[src/rtl/vecbus_pkg.sv]
// Shared constants and types for the identity vector arbiter.
// Assumes: a single clock domain and a synchronous active-low reset.
package vecbus_pkg;
    localparam int unsigned VB_ID_W  = 5;
    localparam int unsigned VB_PORTS = 4;

    // Role of the node on the backplane
    typedef enum logic {
        VB_LISTEN = 1'b0,
        VB_SOURCE = 1'b1
    } vb_role_e;
endpackage

[src/rtl/vecbus_id_latch.sv]
// Captures the node number from strap pins while reset is held and keeps
// it constant afterwards. Assumes: the pins are stable during reset.
module vecbus_id_latch #(
    parameter int unsigned ID_W = vecbus_pkg::VB_ID_W
) (
    input  logic            clk,
    input  logic            rst_n,
    input  logic [ID_W-1:0] id_pins,
    output logic [ID_W-1:0] id_q
);
    // Sample straps during reset, hold after release
    always_ff @(posedge clk) begin
        if (!rst_n) id_q <= id_pins;
    end


    id_held_chk: assert property (@(posedge clk) disable iff (!rst_n)
        rst_n |=> $stable(id_q));
endmodule

[src/rtl/vecbus_crs_eval.sv]
// Reduces the local carrier-sense lines into "any carrier" and "two or
// more carriers". Assumes: lines are already synchronous to clk.
module vecbus_crs_eval #(
    parameter int unsigned NPORTS = vecbus_pkg::VB_PORTS
) (
    input  logic [NPORTS-1:0] port_crs,
    output logic              crs_any,
    output logic              crs_multi
);
    logic [NPORTS:0] seen;
    logic [NPORTS:0] dup;

    assign seen[0] = 1'b0;
    assign dup[0]  = 1'b0;

    // One stage per port: a carrier after an earlier one marks a duplicate
    for (genvar p = 0; p < NPORTS; p++) begin : g_stage
        assign seen[p+1] = seen[p] | port_crs[p];
        assign dup[p+1]  = dup[p] | (seen[p] & port_crs[p]);
    end

    assign crs_any   = seen[NPORTS];
    assign crs_multi = dup[NPORTS];
endmodule

[src/rtl/vecbus_contention.sv]
// Tracks source status, qualifies the vector read-back after one clock
// of driving, and keeps the collision flag until local carrier ends.
// Assumes: vec_rd is the resolved wired-AND value of the vector lines.
module vecbus_contention #(
    parameter int unsigned ID_W   = vecbus_pkg::VB_ID_W,
    parameter int unsigned NPORTS = vecbus_pkg::VB_PORTS
) (
    input  logic              clk,
    input  logic              rst_n,
    input  logic [ID_W-1:0]   node_id,
    input  logic [NPORTS-1:0] port_crs,
    input  logic              crs_any,
    input  logic              crs_multi,
    input  logic              coll_in,
    input  logic [ID_W-1:0]   vec_rd,
    output logic              active,
    output logic              drive,
    output logic              coll_out
);
    import vecbus_pkg::*;

    vb_role_e role_q;
    logic     drive_q;
    logic     coll_q;
    logic     mismatch;

    assign active   = (role_q == VB_SOURCE);
    assign drive    = active & ~coll_in;
    assign mismatch = drive & drive_q & (vec_rd != node_id);
    assign coll_out = coll_q;

    // Source role follows local carrier with one register of delay
    always_ff @(posedge clk) begin
        if (!rst_n) role_q <= VB_LISTEN;
        else        role_q <= crs_any ? VB_SOURCE : VB_LISTEN;
    end

    // Remembers that the vector was driven in the previous cycle
    always_ff @(posedge clk) begin
        if (!rst_n) drive_q <= 1'b0;
        else        drive_q <= drive;
    end

    // Sticky collision flag, cleared when all local carrier is gone
    always_ff @(posedge clk) begin
        if (!rst_n) coll_q <= 1'b0;
        else        coll_q <= crs_any & (coll_q | mismatch | crs_multi);
    end


    src_follow_chk: assert property (@(posedge clk) disable iff (!rst_n)
        (|port_crs) |=> active);

    mismatch_flag_chk: assert property (@(posedge clk) disable iff (!rst_n)
        (drive && drive_q && vec_rd != node_id && (|port_crs)) |=> coll_out);

    multi_crs_chk: assert property (@(posedge clk) disable iff (!rst_n)
        ($countones(port_crs) > 1) |=> coll_out);

    coll_sticky_chk: assert property (@(posedge clk) disable iff (!rst_n)
        (coll_out && (|port_crs)) |=> coll_out);

    coll_clear_chk: assert property (@(posedge clk) disable iff (!rst_n)
        !(|port_crs) |=> !coll_out);
endmodule

[src/rtl/vecbus_arbiter.sv]
// Per-node controller for a shared open-drain identity vector, activity
// and collision backplane. Assumes: all backplane inputs are resolved and
// synchronous to clk; pull-ups exist outside the block.
module vecbus_arbiter #(
    parameter int unsigned ID_W   = vecbus_pkg::VB_ID_W,
    parameter int unsigned NPORTS = vecbus_pkg::VB_PORTS
) (
    input  logic              clk,
    input  logic              rst_n,
    input  logic [ID_W-1:0]   node_id_pins,
    input  logic [NPORTS-1:0] port_crs,
    input  logic              coll_in,
    input  logic              act_in_n,
    input  logic [ID_W-1:0]   vec_rd,
    input  logic              odir_req,
    output logic [ID_W-1:0]   vec_pd_en,
    output logic              act_out_n,
    output logic              coll_out,
    output logic              data_dir_en,
    output logic              repeat_from_bus
);
    logic [ID_W-1:0] node_id;
    logic            crs_any;
    logic            crs_multi;
    logic            active;
    logic            drive;

    vecbus_id_latch #(.ID_W(ID_W)) u_id (
        .clk     (clk),
        .rst_n   (rst_n),
        .id_pins (node_id_pins),
        .id_q    (node_id)
    );

    vecbus_crs_eval #(.NPORTS(NPORTS)) u_crs (
        .port_crs  (port_crs),
        .crs_any   (crs_any),
        .crs_multi (crs_multi)
    );

    vecbus_contention #(.ID_W(ID_W), .NPORTS(NPORTS)) u_cont (
        .clk       (clk),
        .rst_n     (rst_n),
        .node_id   (node_id),
        .port_crs  (port_crs),
        .crs_any   (crs_any),
        .crs_multi (crs_multi),
        .coll_in   (coll_in),
        .vec_rd    (vec_rd),
        .active    (active),
        .drive     (drive),
        .coll_out  (coll_out)
    );

    // Pull down only the zero bits of the node number while driving
    always_comb begin
        vec_pd_en = drive ? ~node_id : '0;
    end

    // Activity, data direction and listener flag
    always_comb begin
        act_out_n       = ~active;
        data_dir_en     = ~(act_out_n | odir_req) & ~coll_in;
        repeat_from_bus = ~act_in_n & ~active;
    end


    release_on_coll_chk: assert property (@(posedge clk) disable iff (!rst_n)
        coll_in |-> (vec_pd_en == '0 && !data_dir_en));

    dir_needs_src_chk: assert property (@(posedge clk) disable iff (!rst_n)
        data_dir_en |-> (!act_out_n && !odir_req));

    idle_no_pd_chk: assert property (@(posedge clk) disable iff (!rst_n)
        act_out_n |-> (vec_pd_en == '0));
endmodule

[config.mk]
export PLATFORM = sky130hd
export DESIGN_NAME = vecbus_arbiter
export DESIGN_NICKNAME = d
export VERILOG_FILES = /design/src/rtl/vecbus_pkg.sv /design/src/rtl/vecbus_id_latch.sv /design/src/rtl/vecbus_crs_eval.sv /design/src/rtl/vecbus_contention.sv /design/src/rtl/vecbus_arbiter.sv
export SDC_FILE = /design/constraint.sdc
export NUM_CORES = 1
export LEC_CHECK = 0
export ABC_AREA = 1
export BUFFER_PORTS_ARGS = -buffer_cell sky130_fd_sc_hd__buf_4
export CAP_MARGIN = 0
export CORE_AREA = 2 2 39 41
export DETAILED_ROUTE_END_ITERATION = 8
export DIE_AREA = 0 0 41 43
export PLACE_DENSITY = 0.63
export SYNTH_ARGS = -nofsm -noshare
export SYNTH_HDL_FRONTEND = slang
export SYNTH_SLANG_ARGS = --single-unit
[constraint.sdc]
create_clock -name clk -period 1.37 [get_ports clk]
set_clock_uncertainty 0.2 [all_clocks]
set_input_delay 0.274 -clock clk [delete_from_list [all_inputs] [get_ports clk]]
set_output_delay 0.274 -clock clk [all_outputs]
set_load 0.02 [all_outputs]
==> run_results.csv, run 1 <==
group,metric,value,unit
synth,synth-compound-area-share,5.59,%
sta,fin_setup_tns,-1.29,ns
synth,ys_seq_area_share,49.4,%
clock_network,numCtsBuffers,3,
routing,drtAntennaViolNets,0,
routing,drtIter0Drc,2,
synth,synth_top_area_share,35.3,%
floorplan,die_width,41,um
cells_and_area,drive_above_1_share,47.3,%
sta,slew_viol_final,0,
place,gp_congestion,0.616,
clock_network,ctsHtreeMaxLevel,1,
worst_setup_path,slowest_delay,0.33,ns
worst_setup_path,worstPathMaxFanout,7,
synth,ys_types,15,
routing,first_pass_iters,2,
worst_setup_path,path_buf_inv,2,
sta,worst_slack,-0.221,ns
clock_network,clockRootBuffer,"clkbuf_4",
floorplan,dieHeight,43,um
worst_setup_path,crit_chain,"inv_2 -> or2_4 -> nor2_2 -> buf_4",
synth,yosys_warnings,0,
sta,layout_min_cycle_time,1.59,ns
synth,syn_nets,75,
floorplan,num_rows,14,
run_status,outcome,"finished, violations left",
cells_and_area,fin_nets,113,
clock_network,cts.clk_slew.worst_paths,0.05,ns
synth,synth-seq-cells,8,
floorplan,core-area,0.00138,mm^2
routing,wl_per_cell,8.36,um
synth,yosys.area_share.adder,0,%
cells_and_area,fillers,139,
grt,grt_use_met3,3.14,%
synth,synthXorXnorAreaFrac,2.06,%
synth,synth_cells,56,
pwr,peakVddDrop,0.000568,V
worst_setup_path,critPathSlowestCell,"dfxtp_2",
clock_network,cts.sinks,8,
grt,grt_start_max_net_pins,8,
cells_and_area,antenna_cells,0,
place,io_buffers,27,
clock_network,cts_tree,"built",
routing,via_count,451,
grt,gr-total-overflow,0,
grt,track_usage,12.4,%
floorplan,ios,28,
synth,synthSimpleGateAreaFrac,29.7,%
place,placed_cells,100,
synth,avgSynthCellArea,7.60,um^2
place,dp_hpwl,728,um
grt,antenna_found_initial,0,
grt,grt_pass1_vias,384,
clock_network,clockBufferDepth,2,
worst_setup_path,required,0.90,ns
pwr,powerDensity,826,mW/mm^2
worst_setup_path,worstSetupEndpointType,"output pin",
pwr,finalPower,0.638,mW
grt,grt_pass1_wl,1470,um
sta,setup_viol,6,
worst_setup_path,critPathTopFamily,"simple AND/OR/NAND/NOR gates",
synth,synth_mux_area_share,0,%
grt,grt_use_met2,20.3,%
synth,syn-cell-area,425,um^2
worst_setup_path,critPathLaunchType,"register",
routing,drc,0,
routing,routed_wirelength,911,um
synth,synth_area_leader_cell,"edfxtp_1",
run_status,failed_checks,"setup timing",
synth,synth_top_family_by_area,"simple AND/OR/NAND/NOR gates",
sta,max-slew-margin-rel,85.4,%
sta,fmax,629,MHz
cells_and_area,syn2layout_area_growth,81.5,%
synth,yosys-top-cells-area,"edfxtp_1 35%, dfxtp_1 14%, nand2_1 11%",
cells_and_area,stdcell_count,109,
sta,tightest_slew,0.218,ns
grt,globalRoute.busiestLayer,"met2",
sta,rsz0062_at_grt,"true",
worst_setup_path,critical_path_class,"register to output pin",
routing,viasPerCell,4.14,
floorplan,dieArea,0.00176,mm^2
flow_run,cap_violations,0,
clock_network,clk_latency,0.24,ns
grt,grt_use_met1,14.0,%
sta,hold_viol,0,
worst_setup_path,rrSetupSlack,0.06,ns
sta,period_share,116,%
pwr,p_leak,0.392,nW
worst_setup_path,cp.arrival,1.12,ns
hold_path,min_path_type,"primary input to register",
floorplan,start_util,30.7,%
==> cell type report <==
type | instances | area (um^2) | share of cell area (%)
repair buffers | 34 | 283 | 36.6
clock buffers | 4 | 26.3 | 3.40
inverters | 12 | 45.0 | 5.83
well taps | 16 | 20.0 | 2.59
multi-input cells | 35 | 186 | 24.1
flip-flops and latches | 8 | 211 | 27.4
==> kinds of logic (layout without fill, tap and decap cells) <==
group                  count (synthesis)  after routing
AO/OA/AOI/OAI                          4              4
XOR/XNOR                               1              1
buffers and inverters                 13             50
flip-flops                             8              8
AND/OR/NAND/NOR                       30             30
==> power breakdown <==
part	leakage, nW	total, mW	internal, mW	switching [mW]
sequential	0.0740	0.291	0.276	0.0152
combinational	0.303	0.158	0.0900	0.0685
clock	0.0150	0.188	0.111	0.0766
==> Yosys cell counts <==
master / n
edfxtp_1: 5
nand3_1: 1
nor2_1: 13
o21ai_0: 1
a21oi_1: 2
or2_1: 1
buf_6: 1
or2_2: 1
inv_2: 1
nand2_1: 13
nor2_4: 1
dfxtp_1: 3
a21oi_2: 1
xnor2_1: 1
inv_1: 11
==> routing by layer <==
metal	vias to the layer above	routed length (um)
met4	0	6
met2	14	512
met5	-	0
met1	195	335
li1	240	-
met3	2	57
==> tightest hold or removal path: stages <==
cell and delay, ns:
buf_4 0.08, nand2_1 0.07, inv_1 0.05
==> what timing repair did <==
action,in CTS,in global routing
gates resized for setup,7,1
setup endpoints to repair,7,8
hold buffers,4,1
cloned,0,0
setup buffers,0,0
pin swaps,1,1
endpoints found under the hold margin,4,1
==> flip-flops by register name, summed over array words and instances, names as in the netlist <==
name / cells
u_cont.active: 1
u_cont.coll_out: 1
u_cont.drive_q: 1
u_id.id_q: 5
==> path summary, 6_finish.rpt <==
check                      start  depth (start not counted)              end
setup / recovery   u_cont.active                          4     vec_pd_en[0]
hold / removal             rst_n                          3    u_cont.active
setup reg to reg   u_cont.active                          6  u_cont.coll_out
hold reg to reg   u_cont.drive_q                          4  u_cont.coll_out
==> per-stage QoR <==
stage	worst slack [ns]	instance area [um^2]	utilization [%]	hold WS, ns
finish	-0.221	772	55.8	0.0625
floorplan	-0.0443	440	-	0.173
global placement	-0.111	667	48.2	0.253
CTS	-0.254	758	54.8	0.00247
global route	-0.285	772	55.8	0.0646
detailed placement	-0.131	667	48.2	0.254
==> cell usage in the layout, fill, tap and decap left out, drive strengths merged <==
cell type / synthesis / final
or2: 2 / 2
buf: 1 / 29
dlygate4sd3: 0 / 5
nor2: 14 / 14
edfxtp: 5 / 5
xnor2: 1 / 1
nand2: 13 / 13
o21ai: 1 / 1
clkbuf: 0 / 4
inv: 12 / 12
a21oi: 3 / 3
nand3: 1 / 1
dfxtp: 3 / 3
Power figures use the tool's default switching activity.
==> run 2, diff against run 1 <==
--- a/config.mk
+++ b/config.mk
@@ -12,6 +12,8 @@
 export DETAILED_ROUTE_END_ITERATION = 8
 export DIE_AREA = 0 0 41 43
-export PLACE_DENSITY = 0.63
+export PLACE_DENSITY = 0.64
+export SKIP_LAST_GASP = 1
 export SYNTH_ARGS = -nofsm -noshare
 export SYNTH_HDL_FRONTEND = slang
+export SYNTH_HIERARCHICAL = 1
 export SYNTH_SLANG_ARGS = --single-unit
==> constraint.sdc (replaced) <==
create_clock -name clk -period 1.37 [get_ports clk]
set_clock_uncertainty 0.2 [all_clocks]
set_input_delay 0 -clock clk [delete_from_list [all_inputs] [get_ports clk]]
set_output_delay 0 -clock clk [all_outputs]
set_load 0.02 [all_outputs]
==> run 2 against run 1 <==
The flow now finishes without violations. Largest power group unchanged. Critical path type is now primary input to output pin. Sequential power is essentially flat. Largest cell class unchanged. Utilization is 3.3 points higher. First-iteration DRC count increased to 4.0 times the previous value. Global-route usage up 0.29 points.
==> run_results.csv, run 2 <==
group,metric,value,unit
synth,synthArstFlopShare,0,%
routing,first_pass_iters,4,
synth,syn-cell-area,444,um^2
worst_setup_path,crit_chain,"dlygate4sd3_1 -> buf_4 -> nor2_2 -> inv_2 -> nor2_1 -> buf_4",
floorplan,num_rows,14,
synth,yosys-top-cells-area,"edfxtp_1 34%, nand2_1 14%, dfxtp_1 14%",
sta,fin_setup_tns,0,ns
clock_network,clockBufferDepth,2,
grt,antenna_found_initial,0,
worst_setup_path,worstSetupEndpointType,"output pin",
grt,gr-total-overflow,0,
pwr,intPower,0.482,mW
clock_network,cts.sinks,8,
synth,synth_top_area_share,33.8,%
synth,synth-edff-count,5,
place,io_buffers,27,
grt,grt_start_max_net_pins,6,
routing,viasPerCell,4.07,
sta,max-slew-margin-rel,87.2,%
cells_and_area,final_common_cell,"buf_4",
sta,period_share,96.0,%
cells_and_area,antenna_cells,0,
sta,rsz0062_at_grt,"false",
sta,hold_viol,0,
cells_and_area,drive_above_1_share,35.2,%
worst_setup_path,ff2ff_path_depth,6,
clock_network,cts_tree,"built",
hold_path,hold_depth,7,
sta,setup_viol,0,
place,placed_cells,105,
pwr,power.switching,0.158,mW
cells_and_area,fillers,113,
grt,grt_pass1_wl,1500,um
pwr,powerDensity,783,mW/mm^2
synth,synth_cells,62,
cells_and_area,largest_reg_flops,5,
routing,via_count,492,
pwr,peakVddDrop,0.000470,V
synth,synth_most_common_cell,"nand2_1",
clock_network,clockRootBuffer,"clkbuf_4",
routing,drtAntennaViolNets,0,
routing,drc,0,
cells_and_area,stdcell_count,121,
cells_and_area,regMostFlops,"u_id/id_q",
sta,slew_viol_final,0,
worst_setup_path,rrSetupSlack,0.20,ns
hold_path,min_path_type,"primary input to register",
synth,ys_types,12,
worst_setup_path,required,1.17,ns
worst_setup_path,worstPathMaxFanout,5,
synth,synth-seq-cells,8,
sta,layout_min_cycle_time,1.32,ns
synth,avgSynthCellArea,7.16,um^2
clock_network,ctsHtreeMaxLevel,1,
clock_network,cts.clk_slew.worst_paths,0.05,ns
sta,fmax,760,MHz
synth,synth_area_leader_cell,"edfxtp_1",
pwr,clockPowerShare,28.9,%
worst_setup_path,cp.arrival,1.12,ns
cells_and_area,layout_common_cells,"27 x buf_4, 17 x nand2_1, 14 x inv_1, 13 x nor2_1, 12 x dlygate4sd3_1",
worst_setup_path,cpMostUsedCell,"buf_4",
cells_and_area,fin_nets,125,
grt,grt_pass1_vias,427,
worst_setup_path,slowest_delay,0.54,ns
worst_setup_path,critPathLaunchType,"primary input",
floorplan,start_util,32.1,%
pwr,p_seq_share,45.0,%
grt,track_usage,12.7,%
sta,tightest_slew,0.191,ns
floorplan,dieArea,0.00176,mm^2
floorplan,dieHeight,43,um
routing,wl_per_cell,8.03,um
clock_network,clk_latency,0.25,ns
routing,drtIter0Drc,8,
pwr,power_frac_comb,26.1,%
routing,routed_wirelength,972,um
synth,yosys_warnings,6,
cells_and_area,ff_latch_area,211,um^2
floorplan,die_width,41,um
place,dp_hpwl,722,um
synth,ys_seq_area_share,47.3,%
cells_and_area,syn2layout_area_growth,83.9,%
floorplan,core-area,0.00138,mm^2
cells_and_area,multi_input_area,180,um^2
clock_network,numCtsBuffers,3,
worst_setup_path,critical_path_class,"primary input to output pin",
pwr,p_sw_share,24.7,%
synth,yosys-top-cells-count,"17 x nand2_1, 15 x inv_1, 14 x nor2_1",
worst_setup_path,critPathSlowestCell,"dlygate4sd3_1",
synth,syn_nets,81,
synth,ys.flop_type,"edfxtp_1",
run_status,outcome,"finished, final reports clean",
pwr,finalPower,0.640,mW
floorplan,ios,28,
pwr,p_leak,0.439,nW
place,gp_congestion,0.677,
flow_run,cap_violations,0,
[run 2: critical path, delay by kind of cell]
kind	cells	cell delay (ns)
buffers and inverters	4	0.90
AND/OR/NAND/NOR	2	0.20
[run 2: final timing paths]
check / endpoint / startpoint
worst max-delay path: vec_pd_en[1] / coll_in
worst min-delay path: u_cont/coll_out / vec_rd[1]
worst max register to register: u_cont/coll_out / u_id/id_q[0]
worst min register to register: u_cont/drive_q / u_cont/active
[run 2: cell families after synthesis]
group	count (synthesis)	synth area share [%]
AO/OA/AOI/OAI	1	1.97
XOR/XNOR	1	1.97
buffers and inverters	15	12.7
flip-flops	8	47.3
AND/OR/NAND/NOR	37	36.1
[run 2: through the flow]
| step | cell area, um^2 | hold WS (ns) | setup WS [ns] | utilization [%] |
|---|---|---|---|---|
| finish | 817 | 0.0211 | 0.0549 | 59.0 |
| floorplan | 444 | -0.125 | 0.257 | - |
| global placement | 667 | -0.0214 | 0.207 | 48.2 |
| global route | 817 | 0.0520 | 0.00230 | 59.0 |
| detailed placement | 667 | -0.0205 | 0.200 | 48.2 |
| CTS | 815 | 0.0186 | 0.00969 | 58.9 |
[run 2: repair_timing]
item,4_1_cts,5_1_grt
endpoints found under the setup margin,1,5
gates resized for setup,1,2
hold buffers,12,0
endpoints found under the hold margin,13,0
setup buffers,0,0
[run 2: area by class of cell]
cell class	instances	share of cell area, %
clock buffer	4	3.22
inverter	15	6.89
multi-input combinational	39	22.1
sequential	8	25.9
tap	16	2.45
timing repair buffer	39	39.5
[run 2: per-layer routing]
layer / GRT usage, % / part of all wire [%] / vias up
met1: 13.0 / 40 / 205
met5: 0 / 0 / -
li1: - / - / 266
met4: 8.00 / 1.0 / 0
met2: 21.3 / 52 / 19
met3: 3.14 / 7.0 / 2
[run 2: power groups by stage]
stage / clock network [mW] / logic (mW) / registers (mW)
after CTS: 0.190 / 0.166 / 0.288
after global placement: 0 / 0.137 / 0.292
final: 0.185 / 0.167 / 0.288
after floorplan: 0 / 0.0640 / 0.293
after global routing: 0.198 / 0.184 / 0.290
after detailed placement: 0 / 0.139 / 0.292
==> run 3, diff against run 2 <==
ABC_CLOCK_PERIOD_IN_PS = 1370   (was unset)
CELL_PAD_IN_SITES_DETAIL_PLACEMENT = 0   (was unset)
CELL_PAD_IN_SITES_GLOBAL_PLACEMENT = 1   (was unset)
CORE_AREA = unset   (was 2 2 39 41)
CORE_UTILIZATION = 26   (was unset)
DIE_AREA = unset   (was 0 0 41 43)
PLACE_DENSITY = 0.74   (was 0.64)
==> run 3 against run 2 <==
The run now ends with DRC, hold timing left. Cell area is the same. Global-route usage shrank 0.81 points. Register-to-register slack is essentially flat. Count of clock-buffer cells in the layout is the same. Utilization shrank 6.6 points. Total power grew 3.0%. Critical path type unchanged. Critical endpoint is now vec_pd_en[3]. Largest power group unchanged. Highest routed layer unchanged.
==> run_results.csv, run 3 (synthesized netlist as in run 2, its figures left out) <==
group,metric,value,unit
cells_and_area,antenna_cells,0,
floorplan,dieArea,0.00188,mm^2
sta,worst_slack,0.0806,ns
grt,track_usage,11.9,%
grt,antenna_found_initial,0,
hold_path,hold_depth,7,
cells_and_area,final_core_util,52.4,%
hold_path,min_path_type,"primary input to register",
sta,hold_slack,-0.000941,ns
clock_network,cts_tree,"built",
sta,slew_viol_final,0,
pwr,powerDensity,807,mW/mm^2
worst_setup_path,worstPathMaxFanout,5,
pwr,peakVddDrop,0.000363,V
sta,fin_setup_tns,0,ns
cells_and_area,fin_nets,125,
clock_network,clk_latency,0.26,ns
routing,first_pass_iters,7,
worst_setup_path,path_buf_inv,4,
worst_setup_path,worstSetupEndpointType,"output pin",
sta,fmax,776,MHz
sta,tightest_slew,0.197,ns
floorplan,ios,28,
floorplan,num_rows,14,
cells_and_area,stdcell_count,121,
clock_network,clockBufferDepth,2,
worst_setup_path,worstReg2RegEnd,"u_cont/coll_out",
sta,max-slew-margin-rel,86.8,%
pwr,p_leak,0.439,nW
clock_network,cts.sinks,8,
place,pre_cts_slack,0.195,ns
routing,wl_per_cell,8.07,um
cells_and_area,final_common_cell,"buf_4",
hold_path,hold_path_end,"u_cont/coll_out",
hold_path,hp-start,"vec_rd[1]",
worst_setup_path,required,1.17,ns
cells_and_area,largest_reg_flops,5,
grt,grt_start_max_net_pins,6,
worst_setup_path,rrSetupSlack,0.20,ns
worst_setup_path,critical_path_class,"primary input to output pin",
clock_network,ctsHtreeMaxLevel,1,
place,io_buffers,27,
place,placed_cells,105,
flow_run,cap_violations,0,
clock_network,cts_setup_buffers,0,
floorplan,die_width,43.3,um
grt,grt_pass1_wl,1580,um
run_status,outcome,"finished, violations left",
routing,routed_wirelength,977,um
cells_and_area,layout_common_cells,"27 x buf_4, 17 x nand2_1, 14 x inv_1, 13 x nor2_1, 12 x dlygate4sd3_1",
routing,via_count,487,
grt,gr-total-overflow,0,
floorplan,core-area,0.00156,mm^2
routing,drtIter0Drc,11,
place,dp_hpwl,747,um
worst_setup_path,critPathLaunchType,"primary input",
sta,rsz0062_at_grt,"false",
run_status,failed_checks,"DRC, hold timing",
sta,hold_viol,1,
sta,layout_min_cycle_time,1.29,ns
worst_setup_path,crit_chain,"dlygate4sd3_1 -> buf_4 -> nor2_2 -> inv_2 -> nor2_1 -> buf_4",
worst_setup_path,cpMostUsedCell,"buf_4",
worst_setup_path,slowest_delay,0.54,ns
clock_network,clockRootBuffer,"clkbuf_4",
worst_setup_path,critPathSlowestCell,"dlygate4sd3_1",
cells_and_area,drive_above_1_share,35.2,%
floorplan,dieHeight,43.3,um
cells_and_area,regMostFlops,"u_id/id_q",
worst_setup_path,r2r-start,"u_id/id_q[0]",
routing,drtAntennaViolNets,0,
routing,drc,5,
routing,viasPerCell,4.02,
place,gp_congestion,0.713,
sta,setup_viol,0,
clock_network,cts.clk_slew.worst_paths,0.06,ns
worst_setup_path,critPathTopFamily,"buffers and inverters",
cells_and_area,syn2layout_area_growth,83.9,%
clock_network,numCtsBuffers,3,
grt,grt_pass1_vias,416,
floorplan,start_util,28.5,%
worst_setup_path,cp.arrival,1.09,ns
worst_setup_path,ff2ff_path_depth,6,
sta,period_share,94.1,%
run 3: cell counts in the layout (fill, tap and decap cells not counted):
No cell type changed its count.
run 3: how the worst max path moves through the flow:
| stage | from | end | slack [ns] | cells after the start |
|---|---|---|---|---|
| 2_1_floorplan | u_id/id_q[0] | u_cont/coll_out | 0.26 | 6 |
| 3_3_place_gp | u_id/id_q[4] | u_cont/coll_out | 0.20 | 6 |
| 3_5_place_dp | u_id/id_q[0] | u_cont/coll_out | 0.19 | 6 |
| 4_1_cts | u_cont/active | vec_pd_en[3] | 0.002 | 5 |
| 5_1_grt | coll_in | vec_pd_en[3] | 0.005 | 6 |
| 6_report | coll_in | vec_pd_en[3] | 0.08 | 6 |
run 3: report_power, final:
group          total [mW]  switching, mW  internal (mW)
Sequential          0.288         0.0119          0.276
Combinational       0.166         0.0717         0.0947
Clock               0.205         0.0927          0.112
Total               0.659          0.176          0.483
run 3: layer usage:
layer  part of all wire, %  GRT usage (%)  up-vias  routed length (um)
met5                     0              0        -                   0
met2                    46           20.0       17                 447
met1                    44           12.6      201                 431
met4                   2.8           9.38        0                  27
li1                      -              -      266                   -
met3                   7.3           2.92        3                  71
run 3: metrics by stage:
stage | area (um^2) | power (mW)
floorplan | 444 | 0.357
global placement | 667 | 0.431
detailed placement | 667 | 0.432
CTS | 813 | 0.664
global route | 817 | 0.696
finish | 817 | 0.659
run 3: tightest hold or removal path: stages:
cell and delay, ns:
buf_4 0.08, nand2_1 0.04, nand2_1 0.05, nor2_1 0.04
nand3_1 0.06, nand2_1 0.06, a21oi_2 0.10
run 3: layout make-up:
class                   instances  area [um^2]
multi-input cells              39          180
repair buffers                 39          323
well taps                      16         20.0
flip-flops and latches          8          211
inverters                      15         56.3
fillers                       157          742
clock buffers                   4         26.3
run 3: timing repair:
action                     4_1_cts  5_1_grt
hold endpoints to repair        13        0
hold buffers                    12        0
resized for setup                0        3
setup endpoints to repair        0        5
